--- src/rtl/lmfc_gen_pkg.sv ---
package lmfc_gen_pkg;
  localparam int unsigned BEAT_SHIFT = 2;  // four octets per beat

  function automatic int unsigned max3(int unsigned a, int unsigned b, int unsigned c);
    int unsigned m;
    m = (a > b) ? a : b;
    return (m > c) ? m : c;
  endfunction
endpackage

--- src/rtl/lmfc_sysref_edge.sv ---
module lmfc_sysref_edge (
  input  logic clk_i,
  input  logic rst_ni,
  input  logic active_i,
  input  logic dis_i,
  input  logic sysref_i,
  output logic event_o
);
  logic sr_q, prev_q;

  always_ff @(posedge clk_i or negedge rst_ni) begin
    if (!rst_ni) begin
      sr_q   <= 1'b0;
      prev_q <= 1'b0;
    end else begin
      sr_q   <= sysref_i;
      prev_q <= sr_q;
    end
  end

  assign event_o = sr_q & ~prev_q & active_i & ~dis_i;

  // a held level yields one event
  a_r4_single_event: assert property (@(posedge clk_i) disable iff (!rst_ni)
    event_o |=> !event_o);
endmodule

--- src/rtl/lmfc_beat_ctr.sv ---
module lmfc_beat_ctr #(
  parameter int unsigned BEAT_W = 10
) (
  input  logic              clk_i,
  input  logic              rst_ni,
  input  logic              run_en_i,
  input  logic [BEAT_W-1:0] last_i,
  input  logic              load_i,
  input  logic [BEAT_W-1:0] load_val_i,
  input  logic [BEAT_W-1:0] rel_beat_i,
  output logic [BEAT_W-1:0] cnt_o,
  output logic              active_o,
  output logic              edge_o,
  output logic              release_o
);
  logic [BEAT_W-1:0] cnt_q;
  logic              act_q;

  always_ff @(posedge clk_i or negedge rst_ni) begin
    if (!rst_ni) begin
      cnt_q <= '0;
      act_q <= 1'b0;
    end else if (!run_en_i) begin
      cnt_q <= '0;
      act_q <= 1'b0;
    end else begin
      act_q <= 1'b1;
      if (load_i)
        cnt_q <= load_val_i;
      else if (act_q)
        cnt_q <= (cnt_q == last_i) ? '0 : cnt_q + 1'b1;
    end
  end

  assign cnt_o     = cnt_q;
  assign active_o  = act_q;
  assign edge_o    = act_q && (cnt_q == '0);
  assign release_o = act_q && (cnt_q == rel_beat_i);

  a_r1_wrap_to_zero: assert property (@(posedge clk_i) disable iff (!rst_ni)
    (act_q && run_en_i && !load_i && cnt_q == last_i) |=> (cnt_q == '0));

  a_r1_edge_one_cycle: assert property (@(posedge clk_i) disable iff (!rst_ni)
    (edge_o && !load_i && last_i != '0) |=> !edge_o);
endmodule

--- src/rtl/lmfc_sysref_status.sv ---
module lmfc_sysref_status #(
  parameter int unsigned BEAT_W = 10
) (
  input  logic              clk_i,
  input  logic              rst_ni,
  input  logic              link_en_i,
  input  logic              event_i,
  input  logic [BEAT_W-1:0] cnt_i,
  input  logic [BEAT_W-1:0] anchor_i,
  input  logic              clr_det_i,
  input  logic              clr_err_i,
  output logic              load_o,
  output logic              det_o,
  output logic              err_o
);
  logic seen_q, det_q, err_q;

  assign load_o = event_i & ~seen_q;

  always_ff @(posedge clk_i or negedge rst_ni) begin
    if (!rst_ni) begin
      seen_q <= 1'b0;
      det_q  <= 1'b0;
      err_q  <= 1'b0;
    end else if (!link_en_i) begin
      seen_q <= 1'b0;
      det_q  <= 1'b0;
      err_q  <= 1'b0;
    end else if (event_i) begin
      seen_q <= 1'b1;
      det_q  <= 1'b1;
      if (seen_q && cnt_i != anchor_i) err_q <= 1'b1;
      else if (clr_err_i)              err_q <= 1'b0;
    end else begin
      if (clr_det_i) det_q <= 1'b0;
      if (clr_err_i) err_q <= 1'b0;
    end
  end

  assign det_o = det_q;
  assign err_o = err_q;

  a_r9_flags_cleared: assert property (@(posedge clk_i) disable iff (!rst_ni)
    !link_en_i |=> (!det_o && !err_o));

  a_r7_det_sticky: assert property (@(posedge clk_i) disable iff (!rst_ni)
    (det_o && link_en_i && !clr_det_i) |=> det_o);

  a_r6_err_sticky: assert property (@(posedge clk_i) disable iff (!rst_ni)
    (err_o && link_en_i && !clr_err_i) |=> err_o);
endmodule

--- src/rtl/lmfc_gen.sv ---
module lmfc_gen
  import lmfc_gen_pkg::*;
#(
  parameter int unsigned MF_W  = 8,
  parameter int unsigned OFS_W = 10,
  parameter int unsigned DLY_W = 12
) (
  input  logic             clk_i,
  input  logic             rst_ni,
  input  logic             link_en_i,
  input  logic             sysref_i,
  input  logic             sysref_dis_i,
  input  logic [MF_W-1:0]  mf_len_m1_i,
  input  logic [OFS_W-1:0] lmfc_ofs_i,
  input  logic [DLY_W-1:0] buf_dly_i,
  input  logic             clr_det_i,
  input  logic             clr_err_i,
  output logic             lmfc_edge_o,
  output logic             release_o,
  output logic             sysref_det_o,
  output logic             sysref_err_o
);
  localparam int unsigned BEAT_W = max3(MF_W, OFS_W, DLY_W) - BEAT_SHIFT;

  logic [BEAT_W-1:0] last_beat, nb, ofs_beats, rel_beat, anchor, load_val, cnt;
  logic              active, sr_event, load;

  assign last_beat = BEAT_W'(mf_len_m1_i >> BEAT_SHIFT);
  assign nb        = last_beat + 1'b1;
  assign ofs_beats = BEAT_W'(lmfc_ofs_i >> BEAT_SHIFT);
  assign rel_beat  = BEAT_W'(buf_dly_i >> BEAT_SHIFT);

  // beat index the first SYSREF cycle is assigned, so the edge follows by ofs_beats
  assign anchor   = (ofs_beats == '0) ? '0 : nb - ofs_beats;
  assign load_val = (anchor == last_beat) ? '0 : anchor + 1'b1;

  lmfc_sysref_edge u_edge (
    .clk_i    (clk_i),
    .rst_ni   (rst_ni),
    .active_i (active),
    .dis_i    (sysref_dis_i),
    .sysref_i (sysref_i),
    .event_o  (sr_event)
  );

  lmfc_beat_ctr #(.BEAT_W(BEAT_W)) u_ctr (
    .clk_i      (clk_i),
    .rst_ni     (rst_ni),
    .run_en_i   (link_en_i),
    .last_i     (last_beat),
    .load_i     (load),
    .load_val_i (load_val),
    .rel_beat_i (rel_beat),
    .cnt_o      (cnt),
    .active_o   (active),
    .edge_o     (lmfc_edge_o),
    .release_o  (release_o)
  );

  lmfc_sysref_status #(.BEAT_W(BEAT_W)) u_status (
    .clk_i     (clk_i),
    .rst_ni    (rst_ni),
    .link_en_i (link_en_i),
    .event_i   (sr_event),
    .cnt_i     (cnt),
    .anchor_i  (anchor),
    .clr_det_i (clr_det_i),
    .clr_err_i (clr_err_i),
    .load_o    (load),
    .det_o     (sysref_det_o),
    .err_o     (sysref_err_o)
  );

  a_r2_quiet_when_off: assert property (@(posedge clk_i) disable iff (!rst_ni)
    !link_en_i |=> (!lmfc_edge_o && !release_o));

  a_r10_sysref_ignored: assert property (@(posedge clk_i) disable iff (!rst_ni)
    (sysref_dis_i && !sysref_det_o) |=> !sysref_det_o);
endmodule

--- config.mk ---
export PLATFORM = sky130hd
export DESIGN_NAME = lmfc_gen
export DESIGN_NICKNAME = d
export VERILOG_FILES = /design/src/rtl/lmfc_gen_pkg.sv /design/src/rtl/lmfc_sysref_edge.sv /design/src/rtl/lmfc_beat_ctr.sv /design/src/rtl/lmfc_sysref_status.sv /design/src/rtl/lmfc_gen.sv
export SDC_FILE = /design/constraint.sdc
export NUM_CORES = 1
export LEC_CHECK = 0
export ABC_AREA = 1
export BUFFER_PORTS_ARGS = -buffer_cell sky130_fd_sc_hd__buf_2
export CORE_UTILIZATION = 50
export CTS_BUF_LIST = sky130_fd_sc_hd__clkbuf_8 sky130_fd_sc_hd__clkbuf_16
export DETAILED_ROUTE_END_ITERATION = 12
export GPL_TIMING_DRIVEN = 0
export HOLD_SLACK_MARGIN = 0.15
export PLACE_DENSITY = 0.75
export SYNTH_ARGS = -nofsm -noshare
export SYNTH_HDL_FRONTEND = slang
export SYNTH_HIERARCHICAL = 1
export SYNTH_SLANG_ARGS = --single-unit
--- constraint.sdc ---
create_clock -name clk_i -period 1.4 [get_ports clk_i]
set_input_delay 0.28 -clock clk_i [delete_from_list [all_inputs] [get_ports clk_i]]
set_output_delay 0.28 -clock clk_i [all_outputs]
set_load 0.05 [all_outputs]
==> results.md <==
| Item | This run | Unit |
|:---|:---|:---|
| Run status | complete, but fails checks | - |
| Failing checks | DRC, setup timing | - |
| Routed length per instance | 13.07 | um |
| Endpoint kind of the worst setup timing path | register | - |
| Total inserted antenna cells | 0 | - |
| Share of the synthesized netlist area taken by xor and xnor gates | 6.618 | % |
| Startpoint Class | input port | - |
| Share of synthesized cell area in and, or, nand and nor gates | 47.22 | % |
| Sum Neg Setup Slack | -10.18 | ns |
| Most common library cell in the layout ignoring fill and taps | sky130_fd_sc_hd__nand2_1 | - |
| Cell Count Post-Placement | 490 | - |
| Register area share after synthesis | 16.81 | % |
| Post-Route Skew | 0.01314 | ns |
| Number of nets at the end of the flow | 526 | - |
| 1st-pass router iterations | 8 | - |
| Post-Layout Cell Count | 524 | - |
| Worst stage delay on the critical path | 0.42 | ns |
| Overall power after layout | 2.223 | mW |
| Clock network latency to the later pin of the worst-skew pair | 0.26 | ns |
| Final setup violation count | 13 | - |
| Dominant combinational cell family by area after synthesis | simple AND/OR/NAND/NOR gates | - |
| Leak pwr | 1.817 | nW |
| Ratio of cells with drive above 1 in the final layout | 36.23 | % |
| Number of standard cells after synthesis | 401 | - |
| Effective utilization at floorplan | 53.24 | % |
| Total overflow reported by the global router | 0 | - |
| Layout overhead on the synthesized area | 34.09 | % |
| Minimum setup slack in the final design | -0.9482 | ns |
| Port Buf Inserts | 34 | - |
| Max Transition Viols Final | 0 | - |
| Die area | 5045 | um^2 |
| Worst slack on hold paths | 0.1577 | ns |
| Layout Utilization | 71.39 | % |
| Wire length of the first global-routing pass | 10,980 | um |
| Starting DRC count in detailed routing | 155 | - |
| DRC violation count after routing | 3 | - |
| Die width | 71.03 | um |
| Vias | 2,670 | - |
| Hold path depth | 1 | - |
| Remaining antenna violation count after routing | 0 | - |
| Power per Cell Area | 695.8 | nW/um^2 |
| Flip-flop and latch count after synthesis | 16 | - |
| Cell with the largest stage delay on the worst path | sky130_fd_sc_hd__fa_2 | - |
| Dpl ws | -1.319 | ns |
| Combined global-route utilization of all metal layers | 27.57 | % |
| Final worst-path cycle share | 167.7 | % |
| Clock Pin Slew Worst Setup and Hold Paths | 0.06 | ns |
| Deepest clock path buffer count | 2 | - |
| Design Area, Final | 3194 | um^2 |
| Signal arrival time at the worst endpoint | 2.49 | ns |
| Pin count of the biggest net entering global routing | 17 | - |
| Die Height | 71.03 | um |
| Worst supply voltage drop on vdd | 0.0004509 | V |
| Dpl hpwl | 4789 | um |
| TritonCTS Buffers | 3 | - |
| Logic depth of the worst register-to-register path | 11 | - |
| Library cells used by synthesis | 37 | - |
| Max-cap viol count | 0 | - |
| Row Count | 24 | - |
| Core ar. | 4474 | um^2 |
| Worst max-slew margin expressed relative to the limit | 65.71 | % |
| Min Clock Period, post-route | 2.348 | ns |
| Clock root cell | sky130_fd_sc_hd__clkbuf_8 | - |
| Num Clock Sinks | 16 | - |
| Setup repair after global routing missed its margin | yes | - |
| Synthesized-area fraction occupied by ao, oa, aoi and oai cells | 5.515 | % |
| RePlAce Congestion | 0.8510 | - |
| Routed Wire Length | 6850 | um |
| Final hold violations | 0 | - |
| Synthesis warning total | 6 | - |
| Synthesized cell area | 2382 | um^2 |
| Number of vias per cell | 5.095 | - |
| HP Class | input port to register | - |
| Via count of the first global-routing pass | 2,499 | - |
| Fmax | 425.9 | MHz |
| Antenna violations before repair | 0 | - |
| Mapped Avg Cell Area | 5.941 | um^2 |
| Most frequent cells in the layout | sky130_fd_sc_hd__nand2_1 (140), sky130_fd_sc_hd__inv_1 (60), sky130_fd_sc_hd__buf_2 (30) | - |
| TritonCTS clock tree | done | - |
| Tightest Pin Transition | 0.5127 | ns |
| Post-detailed-placement cell area | 2701 | um^2 |
| Setup Crit Path Kind | input port to register | - |
| Required arrival time at the worst endpoint | 1.55 | ns |
| Count of H-tree levels built during CTS | 1 | - |
| Proportion of synthesized area in mux cells | 0 | % |
| Most common cell on crit path | sky130_fd_sc_hd__nand2_1 | - |
| Critical-path cell list | buf_12 > inv_12 > ha_4 > inv_2 > ha_4 > fa_2 > nand2_2 > nand2_4 > nand3b_1 > nand2_1 > nand2_1 > nand3_2 > inv_2 > xnor2_2 > nand2_1 > nor2_2 > nand3_2 > nand2_2 > a21oi_2 | - |
| # IOs | 41 | - |
| Arithmetic-cell share of the synthesized area counting full adders, half adders and majority gates | 8.718 | % |
| Highest fanout seen on the critical path | 4 | - |
[cells by family after synthesis]
family | Yosys count
xor+xnor | 18
fa+ha+maj | 16
compound gates | 22
flops | 16
buf+inv | 88
simple gates | 240
other cells | 1
[routing by layer]
| metal | vias to the layer above | part of all wire [%] | global-route usage [%] |
|---|---|---|---|
| met3 | 12 | 4.9 | 3.419 |
| met1 | 1230 | 44 | 35.51 |
| li1 | 1350 | - | - |
| met4 | 0 | 1.6 | 7.111 |
| met5 | - | 0 | 0 |
| met2 | 78 | 49 | 48.82 |
[final timing paths]
check                                          from                         end  slack [ns]
max in group asynchronous                    rst_ni  u_ctr/cnt_o[1]$_DFFE_PN0P_        0.61
min reg2reg                   u_edge/sr_q$_DFF_PN0_     u_edge/prev_q$_DFF_PN0_        0.40
min                                       link_en_i    u_ctr/active_o$_DFF_PN0_        0.16
max                                  mf_len_m1_i[3]    u_status/err_o$_DFF_PN0_       -0.95
max reg2reg                u_ctr/active_o$_DFF_PN0_  u_ctr/cnt_o[3]$_DFFE_PN0P_       -0.46
min in group asynchronous                    rst_ni  u_ctr/cnt_o[7]$_DFFE_PN0P_        0.47
[cell type report]
class / count / area (um^2)
flip-flops and latches: 16 / 411.6
clock buffers: 4 / 55.05
plain buffers: 4 / 41.29
well taps: 52 / 65.06
inverters: 84 / 331.6
fillers: 369 / 1280
multi-input cells: 300 / 1856
repair buffers: 64 / 434.2
[registers in the layout, summed over array words and instances (netlist names)]
signal	cells
u_status/seen_q	1
u_edge/sr_q	1
u_status/err_o	1
u_ctr/active_o	1
u_ctr/cnt_o	10
u_status/det_o	1
u_edge/prev_q	1
[synthesized netlist by cell type]
master                       n  area share (%)
sky130_fd_sc_hd__nor3_4      1            0.68
sky130_fd_sc_hd__nor2_1     30             4.7
sky130_fd_sc_hd__nand3_2     7             2.9
sky130_fd_sc_hd__inv_2       9             1.4
sky130_fd_sc_hd__or2_2       1            0.26
sky130_fd_sc_hd__a21oi_2     1            0.37
sky130_fd_sc_hd__o22ai_1     2            0.53
sky130_fd_sc_hd__dfrtp_1    16              17
sky130_fd_sc_hd__nand3_1    16             3.4
sky130_fd_sc_hd__o21ai_2     1            0.37
sky130_fd_sc_hd__xor2_1     10             3.7
sky130_fd_sc_hd__nor3_2      1            0.42
sky130_fd_sc_hd__conb_1      1            0.16
sky130_fd_sc_hd__nand2_2     4             1.1
sky130_fd_sc_hd__xnor2_1     8             2.9
sky130_fd_sc_hd__nand4_2     1            0.53
sky130_fd_sc_hd__o21ai_0     6             1.3
sky130_fd_sc_hd__nor2_4      4             1.9
sky130_fd_sc_hd__buf_4       1            0.32
sky130_fd_sc_hd__ha_1       15             7.9
sky130_fd_sc_hd__o21ai_1     3            0.63
sky130_fd_sc_hd__fa_1        1            0.84
sky130_fd_sc_hd__nand2_4     2            0.95
sky130_fd_sc_hd__nand4_1     8             2.1
sky130_fd_sc_hd__inv_1      74              12
sky130_fd_sc_hd__nand3b_1    1            0.32
sky130_fd_sc_hd__nor2_2      6             1.6
sky130_fd_sc_hd__buf_6       3             1.4
sky130_fd_sc_hd__a21oi_1     6             1.3
sky130_fd_sc_hd__clkinv_1    1            0.16
sky130_fd_sc_hd__nand2_1   153              24
sky130_fd_sc_hd__nand3_4     2             1.5
sky130_fd_sc_hd__a22o_2      1            0.42
sky130_fd_sc_hd__nor3b_1     1            0.32
sky130_fd_sc_hd__a22o_1      1            0.37
sky130_fd_sc_hd__a211oi_1    1            0.32
sky130_fd_sc_hd__nor4_1      2            0.53
[report_power, final]
part           switching, mW  total (mW)  internal [mW]
clock                  0.188       0.438          0.250
combinational          0.740        1.26          0.525
sequential            0.0277       0.520          0.492
total                  0.956        2.22           1.27
[worst max-delay path: cells and delay by family]
kind            cells  cell delay [ns]
compound gates      1             0.05
simple gates       10             0.96
buf+inv             4             0.26
xor+xnor            1             0.12
fa+ha+maj           3             0.81
[repair_timing]
item | 4_1_cts | 5_1_grt
pin swaps | 24 | 32
setup buffers | 16 | 12
hold endpoints to repair | 17 | 0
resized for setup | 32 | 30
setup endpoints to repair | 13 | 13
gates cloned | 0 | 0
hold buffers | 2 | 0
No activity file was read; power rests on OpenSTA's default activity.
